[config.mk]
export PLATFORM = sky130hd
export DESIGN_NAME = svs_state_reg
export DESIGN_NICKNAME = d
export VERILOG_FILES = /design/src/rtl/svs_pkg.sv /design/src/rtl/svs_mt_check.sv /design/src/rtl/svs_setvl_calc.sv /design/src/rtl/svs_state_reg.sv
export SDC_FILE = /design/constraint.sdc
export NUM_CORES = 1
export LEC_CHECK = 0
export ABC_AREA = 0
export BUFFER_PORTS_ARGS = -buffer_cell sky130_fd_sc_hd__buf_2
export CORE_MARGIN = 2
export CORE_UTILIZATION = 40
export CTS_BUF_LIST = sky130_fd_sc_hd__clkbuf_4
export DETAILED_ROUTE_END_ITERATION = 7
export PLACE_DENSITY = 0.69
export SLEW_MARGIN = 30
export SYNTH_ARGS = -nofsm -noshare
export SYNTH_HDL_FRONTEND = slang
export SYNTH_SLANG_ARGS = --single-unit
[constraint.sdc]
create_clock -name clk -period 3.1 [get_ports clk]
set_input_delay 0.62 -clock clk [delete_from_list [all_inputs] [get_ports clk]]
set_output_delay 0.62 -clock clk [all_outputs]
set_load 0.005 [all_outputs]
[src/rtl/svs_pkg.sv]
package svs_pkg;
  localparam int FW = 7;   // length and step field width
  localparam int SW = 2;   // selector / substep width
  localparam int WW = 64;  // register width

  // Declared from MSB-0 bit 0 downwards: first member is the top bits.
  typedef struct packed {
    logic [FW-1:0] maxvl;
    logic [FW-1:0] vl;
    logic [FW-1:0] srcstep;
    logic [FW-1:0] dststep;
    logic [SW-1:0] dsubstep;
    logic [SW-1:0] ssubstep;
    logic [SW-1:0] sel_ra;
    logic [SW-1:0] sel_rb;
    logic [SW-1:0] sel_rc;
    logic [SW-1:0] sel_rt;
    logic [SW-1:0] sel_ea;
    logic [4:0]    remap_en;
    logic [5:0]    rsvd;
    logic          pack;
    logic          unpack;
    logic [FW-1:0] hphint;
    logic          persist;
    logic          vfirst;
  } svs_word_t;

  function automatic svs_word_t svs_reset_word();
    svs_word_t w;
    w       = '0;
    w.maxvl = FW'(1);
    w.vl    = FW'(1);
    return w;
  endfunction
endpackage

[src/rtl/svs_mt_check.sv]
module svs_mt_check
  import svs_pkg::*;
#(
  parameter int MAX_LEN = 64
) (
  input  svs_word_t wr_word_i,
  output logic      legal_o,
  output svs_word_t fixed_o
);
  localparam logic [FW-1:0] LIM = FW'(MAX_LEN);

  logic mvl_ok, vl_ok, steps_ok;

  always_comb begin
    mvl_ok   = (wr_word_i.maxvl != '0) && (wr_word_i.maxvl <= LIM);
    vl_ok    = (wr_word_i.vl <= LIM);
    steps_ok = (wr_word_i.srcstep < LIM) && (wr_word_i.dststep < LIM);
    legal_o  = mvl_ok && vl_ok && steps_ok;

    fixed_o      = wr_word_i;
    fixed_o.rsvd = '0;
    if (wr_word_i.vl > wr_word_i.maxvl) begin
      fixed_o.vl = wr_word_i.maxvl;
    end
  end
endmodule

[src/rtl/svs_setvl_calc.sv]
module svs_setvl_calc
  import svs_pkg::*;
#(
  parameter int MAX_LEN = 64,
  parameter int REQ_W   = 8
) (
  input  svs_word_t        cur_i,
  input  logic [REQ_W-1:0] req_len_i,
  input  logic             mvl_we_i,
  input  logic [REQ_W-1:0] mvl_i,
  output logic             legal_o,
  output svs_word_t        next_o
);
  localparam logic [REQ_W-1:0] LIM = REQ_W'(MAX_LEN);

  logic [REQ_W-1:0] mvl_sel, vl_sel;
  logic             changed;

  always_comb begin
    mvl_sel = mvl_we_i ? mvl_i : REQ_W'(cur_i.maxvl);
    legal_o = !mvl_we_i || ((mvl_i != '0) && (mvl_i <= LIM));
    vl_sel  = (req_len_i < mvl_sel) ? req_len_i : mvl_sel;
    changed = (FW'(vl_sel) != cur_i.vl) || (FW'(mvl_sel) != cur_i.maxvl);

    next_o         = cur_i;
    next_o.maxvl   = FW'(mvl_sel);
    next_o.vl      = FW'(vl_sel);
    next_o.persist = cur_i.persist & ~changed;
  end
endmodule

[src/rtl/svs_state_reg.sv]
module svs_state_reg
  import svs_pkg::*;
#(
  parameter int MAX_LEN = 64,
  parameter int REQ_W   = 8
) (
  input  logic             clk,
  input  logic             rst_n,
  input  logic             mt_we_i,
  input  logic [63:0]      mt_data_i,
  input  logic             sv_valid_i,
  input  logic [REQ_W-1:0] sv_len_i,
  input  logic             sv_mvl_we_i,
  input  logic [REQ_W-1:0] sv_mvl_i,
  input  logic             swap_i,
  output logic [63:0]      state_o,
  output logic [63:0]      link_o,
  output logic [6:0]       mvl_o,
  output logic [6:0]       vl_o,
  output logic [6:0]       srcstep_o,
  output logic [6:0]       dststep_o,
  output logic             persist_o,
  output logic             vfirst_o,
  output logic             trap_o
);
  svs_word_t state_q, state_d, link_q, link_d;
  svs_word_t mt_fixed, sv_next;
  logic      mt_legal, sv_legal;
  logic      trap_q, trap_d;
  logic      state_en, link_en;

  svs_mt_check #(.MAX_LEN(MAX_LEN)) u_mt_check (
    .wr_word_i (svs_word_t'(mt_data_i)),
    .legal_o   (mt_legal),
    .fixed_o   (mt_fixed)
  );

  svs_setvl_calc #(.MAX_LEN(MAX_LEN), .REQ_W(REQ_W)) u_setvl (
    .cur_i     (state_q),
    .req_len_i (sv_len_i),
    .mvl_we_i  (sv_mvl_we_i),
    .mvl_i     (sv_mvl_i),
    .legal_o   (sv_legal),
    .next_o    (sv_next)
  );

  // Next state: swap > full-word write > length command.
  always_comb begin
    state_d  = state_q;
    link_d   = link_q;
    state_en = 1'b0;
    link_en  = 1'b0;
    trap_d   = 1'b0;
    if (swap_i) begin
      state_d  = link_q;
      link_d   = state_q;
      state_en = 1'b1;
      link_en  = 1'b1;
    end else if (mt_we_i) begin
      state_d  = mt_fixed;
      state_en = mt_legal;
      trap_d   = !mt_legal;
    end else if (sv_valid_i) begin
      state_d  = sv_next;
      state_en = sv_legal;
      trap_d   = !sv_legal;
    end
  end

  always_ff @(posedge clk or negedge rst_n) begin
    if (!rst_n) begin
      state_q <= svs_reset_word();
      link_q  <= svs_reset_word();
      trap_q  <= 1'b0;
    end else begin
      if (state_en) state_q <= state_d;
      if (link_en)  link_q  <= link_d;
      trap_q <= trap_d;
    end
  end

  assign state_o   = state_q;
  assign link_o    = link_q;
  assign mvl_o     = state_q.maxvl;
  assign vl_o      = state_q.vl;
  assign srcstep_o = state_q.srcstep;
  assign dststep_o = state_q.dststep;
  assign persist_o = state_q.persist;
  assign vfirst_o  = state_q.vfirst;
  assign trap_o    = trap_q;
endmodule

==> results of run 1 <==
[layout make-up]
cell class	instances	area share
Multi-Input combinational cell	437	0.358
Tap cell	220	0.0322
Antenna cell	1	0.000293
Clock inverter	14	0.0183
Clock buffer	18	0.0158
Inverter	15	0.00660
Timing Repair Buffer	293	0.190
Sequential cell	129	0.379
[cell families after synthesis]
group	after synthesis	synth area share
and+or+nand+nor	172	0.125
AOI/OAI and AO/OA	153	0.138
DFF	129	0.484
buffers and inverters	87	0.0670
muxes	87	0.145
adders and majority gates	14	0.0262
xor gates and xnor gates	11	0.0144
[flip-flops by register name, summed over array words and instances, names as in the netlist]
register   cells
vl_o           7
trap_o         1
link_o        64
persist_o      1
srcstep_o      7
state_o       34
mvl_o          7
dststep_o      7
vfirst_o       1
[layout by cell type, fill, tap and decap left out, types with 2 or more instances in the layout]
| cell type | count |
|---|---|
| a2111oi_0 | 2 |
| a2111oi_1 | 3 |
| a211oi_1 | 10 |
| a21o_1 | 3 |
| a21oi_1 | 63 |
| a221o_1 | 5 |
| a22o_1 | 2 |
| and2_1 | 5 |
| and3_1 | 43 |
| buf_2 | 236 |
| buf_4 | 55 |
| bufinv_16 | 2 |
| clkbuf_4 | 18 |
| clkinv_2 | 2 |
| clkinv_4 | 5 |
| dfrtp_1 | 125 |
| dfstp_2 | 4 |
| ha_1 | 13 |
| inv_1 | 14 |
| inv_6 | 4 |
| mux2_2 | 72 |
| mux2_4 | 4 |
| mux2i_1 | 11 |
| nand2_1 | 66 |
| nand4_1 | 3 |
| nor2_1 | 33 |
| nor2b_1 | 2 |
| nor3_1 | 4 |
| nor4_1 | 4 |
| o21a_1 | 2 |
| o21ai_0 | 50 |
| o31ai_1 | 2 |
| o32a_1 | 4 |
| or4_1 | 5 |
| xnor2_1 | 6 |
| xor2_1 | 5 |
[stage by stage]
stage | cell area (µm²) | hold slack (ns) | utilization
6_report | 8540 | 0.0695 | 0.518
5_1_grt | 8540 | 0.0458 | 0.518
4_1_cts | 8500 | 0.0328 | 0.516
3_5_place_dp | 8210 | 0.488 | 0.498
3_3_place_gp | 8210 | 0.476 | 0.498
2_1_floorplan | 6710 | 0.324 | -
[power by group through the flow]
stage / combinational, mW / sequential, mW / clock, mW
2_1_floorplan: 0.672 / 2.26 / 0
3_3_place_gp: 1.27 / 2.26 / 0
3_5_place_dp: 1.29 / 2.27 / 0
4_1_cts: 1.29 / 2.24 / 1.21
5_1_grt: 1.42 / 2.28 / 1.28
6_report: 1.29 / 2.24 / 1.16
[worst max-delay path, delay by kind of cell, from the launching register on]
kind                       cells  cell delay (ns)
muxes                          1             0.28
adders and majority gates      1             0.24
AOI/OAI and AO/OA              3             0.37
buffers and inverters          2             0.24
and+or+nand+nor                4             1.51
DFF                            1             0.41
[synthesized netlist by cell type, drive strengths merged, types with 4 or more instances]
cell type    n  share of area
buf         35          0.038
dfstp        4          0.016
or4          5         0.0056
o21ai       50          0.037
nor3         5         0.0045
and3        43          0.040
inv         15         0.0084
ha          14          0.026
a2111oi      6          0.011
mux2i       11          0.016
nand2       66          0.037
and2         5         0.0047
o32a         4         0.0060
nor2        33          0.019
a221o        5         0.0075
dfrtp      125           0.47
mux2        76           0.13
clkbuf      37          0.021
xnor2        6         0.0079
xor2         5         0.0066
a211oi      10          0.011
a21oi       63          0.047
nor4         5         0.0047
[final timing paths]
kind | end | slack (ns) | depth (start not counted)
setup / recovery | persist_o | -0.02 | 11
hold / removal | state_o[15] | 0.07 | 1
setup reg to reg | persist_o | -0.02 | 11
hold reg to reg | state_o[34] | 0.51 | 2
max in group asynchronous | link_o[50] | 2.16 | 2
min in group clk | trap_o | 0.44 | 3
[what timing repair did]
action                                  in CTS  in global routing
setup buffers                                0                  2
endpoints found under the setup margin       1                  2
resized for setup                            0                  6
pin swaps                                    1                  7
[per-layer routing]
layer  wire length (µm)  track usage
met1               8170        0.277
met2               8450        0.314
met3               1010       0.0411
met4                354       0.0768
met5                  0            0
==> metrics.yaml, run 1 <==
status:
  status: "finished, violations left"
  failed_checks: "negative setup slack"
placed_design:
  dp.cells: 1092
  pre_cts_ws_ns: -0.517
  hpwl_mm: 12.9
  globalplace.congestion: 0.885
  portBuffers: 238
power:
  p_comb_frac: 0.275
  leakage_nw: 4.58
  netSwitchingPower_mw: 1.52
  p_per_area_nw_per_um2: 549
  sw_frac_of_total: 0.324
  clkPwrFrac: 0.248
  sequentialPowerShare: 0.477
  ir_worst_vdd_mv: 0.295
  total_power_mw: 4.69
  internal_power_mw: 3.17
route:
  drt_first_pass_iters: 4
  via_per_inst: 5.12
  wl_per_cell_um: 16.0
  drt_wl_total_mm: 18.0
  drtIter0Drc: 282
  ant_nets: 0
  drc: 0
  num_vias: 5766
worst_setup_path:
  crit_chain: "mux2_4, inv_1, ha_1, nand4_1, o21bai_2, buf_4, nor4_1, a211oi_1, or4_1, or4_1, a31oi_1"
  required_ns: 3.54
  endpoint_kind: "flop"
  cp.arrival_ns: 3.56
  worst_path_most_repeated_cell: "or4_1"
  cpPeakStageDelay_ns: 0.55
  crit_path_top_delay_cell: "or4_1"
  crit_path_max_fanout: 5
  critPathKind: "flop to flop"
  regToRegStartpoint: "mvl_o[5]"
  cp-startpoint: "mvl_o[5]"
  cp-start-kind: "flop"
grt:
  gr-total-overflow: 0
  antenna_found_initial: 1
  grt_start_max_net_pins: 68
  grt_use_total: 0.201
  grt_pass1_wl_mm: 28.4
  grt_pass1_vias: 5399
finish:
  fin_cells: 1127
  fin_nets: 993
  multiInputGateArea_um2: 3050
  fillers: 1572
  drive_above_1_share: 0.457
  register_area_um2: 3230
  area_delta_synth_final_pct: 27.8
floorplanning:
  start_util: 0.406
  die_y_um: 133
  pin_count: 245
  core-area_um2: 16500
  fp-row-count: 47
  die_area_um2: 17800
  die_x_um: 133
synthesis:
  yosysSeqAreaShare: 0.484
  netlist_instances: 653
  synth_seq_cells: 129
  avgSynthCellArea_um2: 10.2
  synth_ff_type: "dfrtp_1"
  syn-num-nets: 753
  synth_async_sr_flop_share: 1.00
  ys_warn_count: 0
  syn_area_um2: 6680
  synth_edf_count: 0
  yosysUniqueCellTypes: 45
clock_tree:
  path_clk_slew_ns: 0.13
  cts_buffers: 17
  cts_max_path_buffers: 2
  clk_latency_ns: 0.52
  cts_max_level: 4
  cts_tree: "yes"
  clock-root-buffer: "clkbuf_4"
  clock_sinks: 129
  cts.hold.buffers_added: 0
sta:
  worst_slew_pin_slew_ns: 0.660
  slew_headroom: 0.560
  final-hold-violation-count: 0
  fin_skew_ns: 0.0205
  fin_crit_ns: 3.12
  final_max_slew_viol_count: 0
  setup_viol: 1
  period_share: 1.01
  tns_ns: -0.0250
  rsz0062_at_grt: "yes"
  setup_ws_ns: -0.0250
  max_freq_mhz: 320
flow_run:
  drv_cap: 0
min_path:
  hold_path_class: "primary input to asynchronous set/reset pin"
Note: power is estimated with default switching activity, not from simulation.
==> inputs of run 2 (changes only) <==
Settings changed: CORE_ASPECT_RATIO from default to 2.
==> metrics.yaml, run 2 (synthesis gave the netlist of run 1 again) <==
worst_setup_path:
  regToRegStartpoint: "mvl_o[6]"
  cp.arrival_ns: 3.63
  r2r_setup_slack_ns: -0.06
  crit_path_max_fanout: 7
  cp-start-kind: "primary input"
  endpoint_kind: "flop"
  cp-startpoint: "sv_mvl_we_i"
  required_ns: 3.56
  critPathKind: "primary input to flop"
grt:
  antenna_found_initial: 2
  grt_use_total: 0.222
  gr-total-overflow: 0
  grt_pass1_vias: 5671
  grt_pass1_wl_mm: 30.0
  grt_start_max_net_pins: 89
placed_design:
  portBuffers: 238
  placed_cell_area_um2: 8260
  hpwl_mm: 14.6
  globalplace.congestion: 0.954
  dp.cells: 1079
status:
  failed_checks: "negative setup slack"
  status: "finished, violations left"
flow_run:
  drv_cap: 0
clock_tree:
  clock_sinks: 129
  clk_latency_ns: 0.53
  cts_buffers: 17
  clock-root-buffer: "clkbuf_4"
  cts.hold.buffers_added: 0
  cts_tree: "yes"
  cts_max_path_buffers: 2
  cts_max_level: 4
  path_clk_slew_ns: 0.12
finish:
  fin_cells: 1115
  mostFrequentLayoutCell: "buf_2"
  fillers: 1565
  area_delta_synth_final_pct: 29.8
  fin_nets: 996
  drive_above_1_share: 0.465
  largest_register_ffs: 64
  layout_common_cells: "buf_2 (236), dfrtp_1 (125), mux2_2 (71)"
  final_area_um2: 8670
sta:
  rsz0062_at_grt: "yes"
  tns_ns: -0.0729
  setup_ws_ns: -0.0729
  slew_headroom: 0.530
  max_freq_mhz: 315
  final-hold-violation-count: 0
  worst_slew_pin_slew_ns: 0.704
  setup_viol: 1
  fin_crit_ns: 3.17
  final_max_slew_viol_count: 0
  period_share: 1.02
  fin_skew_ns: 0.0235
route:
  wl_per_cell_um: 17.8
  drt_first_pass_iters: 7
  drtIter0Drc: 228
  drt_wl_total_mm: 19.9
  ant_nets: 0
  num_vias: 5868
  via_per_inst: 5.26
  drc: 0
floorplanning:
  start_util: 0.409
  core-area_um2: 16400
  die_y_um: 187
  pin_count: 245
  fp-row-count: 66
  die_area_um2: 17800
  die_x_um: 95.4
min_path:
  hold_path_class: "primary input to asynchronous set/reset pin"
power:
  p_per_area_nw_per_um2: 550
  leakage_nw: 4.63
  ir_worst_vdd_mv: 0.401
  total_power_mw: 4.77
==> run 2: timing repair <==
action                                  in CTS  in global routing
endpoints found under the setup margin       2                  4
gates resized for setup                     11                 10
setup buffers                                3                  0
pin swaps                                    8                  1
==> run 2: worst paths after layout <==
kind / endpoint / cells past startpoint
max: persist_o / 12
min: persist_o / 1
max reg2reg: persist_o / 10
min reg2reg: state_o[5] / 2
max in group asynchronous: link_o[38] / 2
min in group clk: trap_o / 3
==> run 2: per-layer routing <==
layer / vias up / GRT usage / part of all wire
met3: 43 / 0.0400 / 0.048
met4: 0 / 0.129 / 0.043
met1: 2828 / 0.228 / 0.35
met5: - / 0 / 0
li1: 2796 / - / -
met2: 201 / 0.405 / 0.55
==> run 2: power by group <==
group | switching, mW | leakage, nW | internal, mW | total, mW
combinational | 0.643 | 2.77 | 0.716 | 1.36
sequential | 0.257 | 1.70 | 1.98 | 2.23
clock | 0.612 | 0.155 | 0.564 | 1.18
==> run 2: cell type report <==
type / instances / area, µm² / area share
inverter: 15 / 58.8 / 0.00678
timing repair buffer: 296 / 1700 / 0.196
clock buffer: 19 / 143 / 0.0164
clock inverter: 13 / 145 / 0.0167
antenna: 2 / 5.00 / 0.000577
tap: 204 / 255 / 0.0294
sequential: 129 / 3230 / 0.373
multi-input combinational: 437 / 3130 / 0.361
==> run 2: critical path, stage by stage <==
cell and delay (ns):
buf_2 0.19, buf_4 0.15, mux2_2 0.33, inv_1 0.09, ha_1 0.12, nand2_1 0.08
a2111oi_4 0.55, o32a_1 0.24, a211oi_1 0.04, or4_1 0.53, or4_1 0.53, a31oi_1 0.14
==> run 2: through the flow <==
step | hold slack [ns] | setup WS (ns) | utilization
after CTS | 0.00578 | -0.0223 | 0.528
final | 0.0514 | -0.0729 | 0.530
after floorplan | 0.324 | -0.251 | -
after global routing | 0.0292 | -0.210 | 0.530
after detailed placement | 0.486 | -0.610 | 0.505
after global placement | 0.479 | -0.552 | 0.505
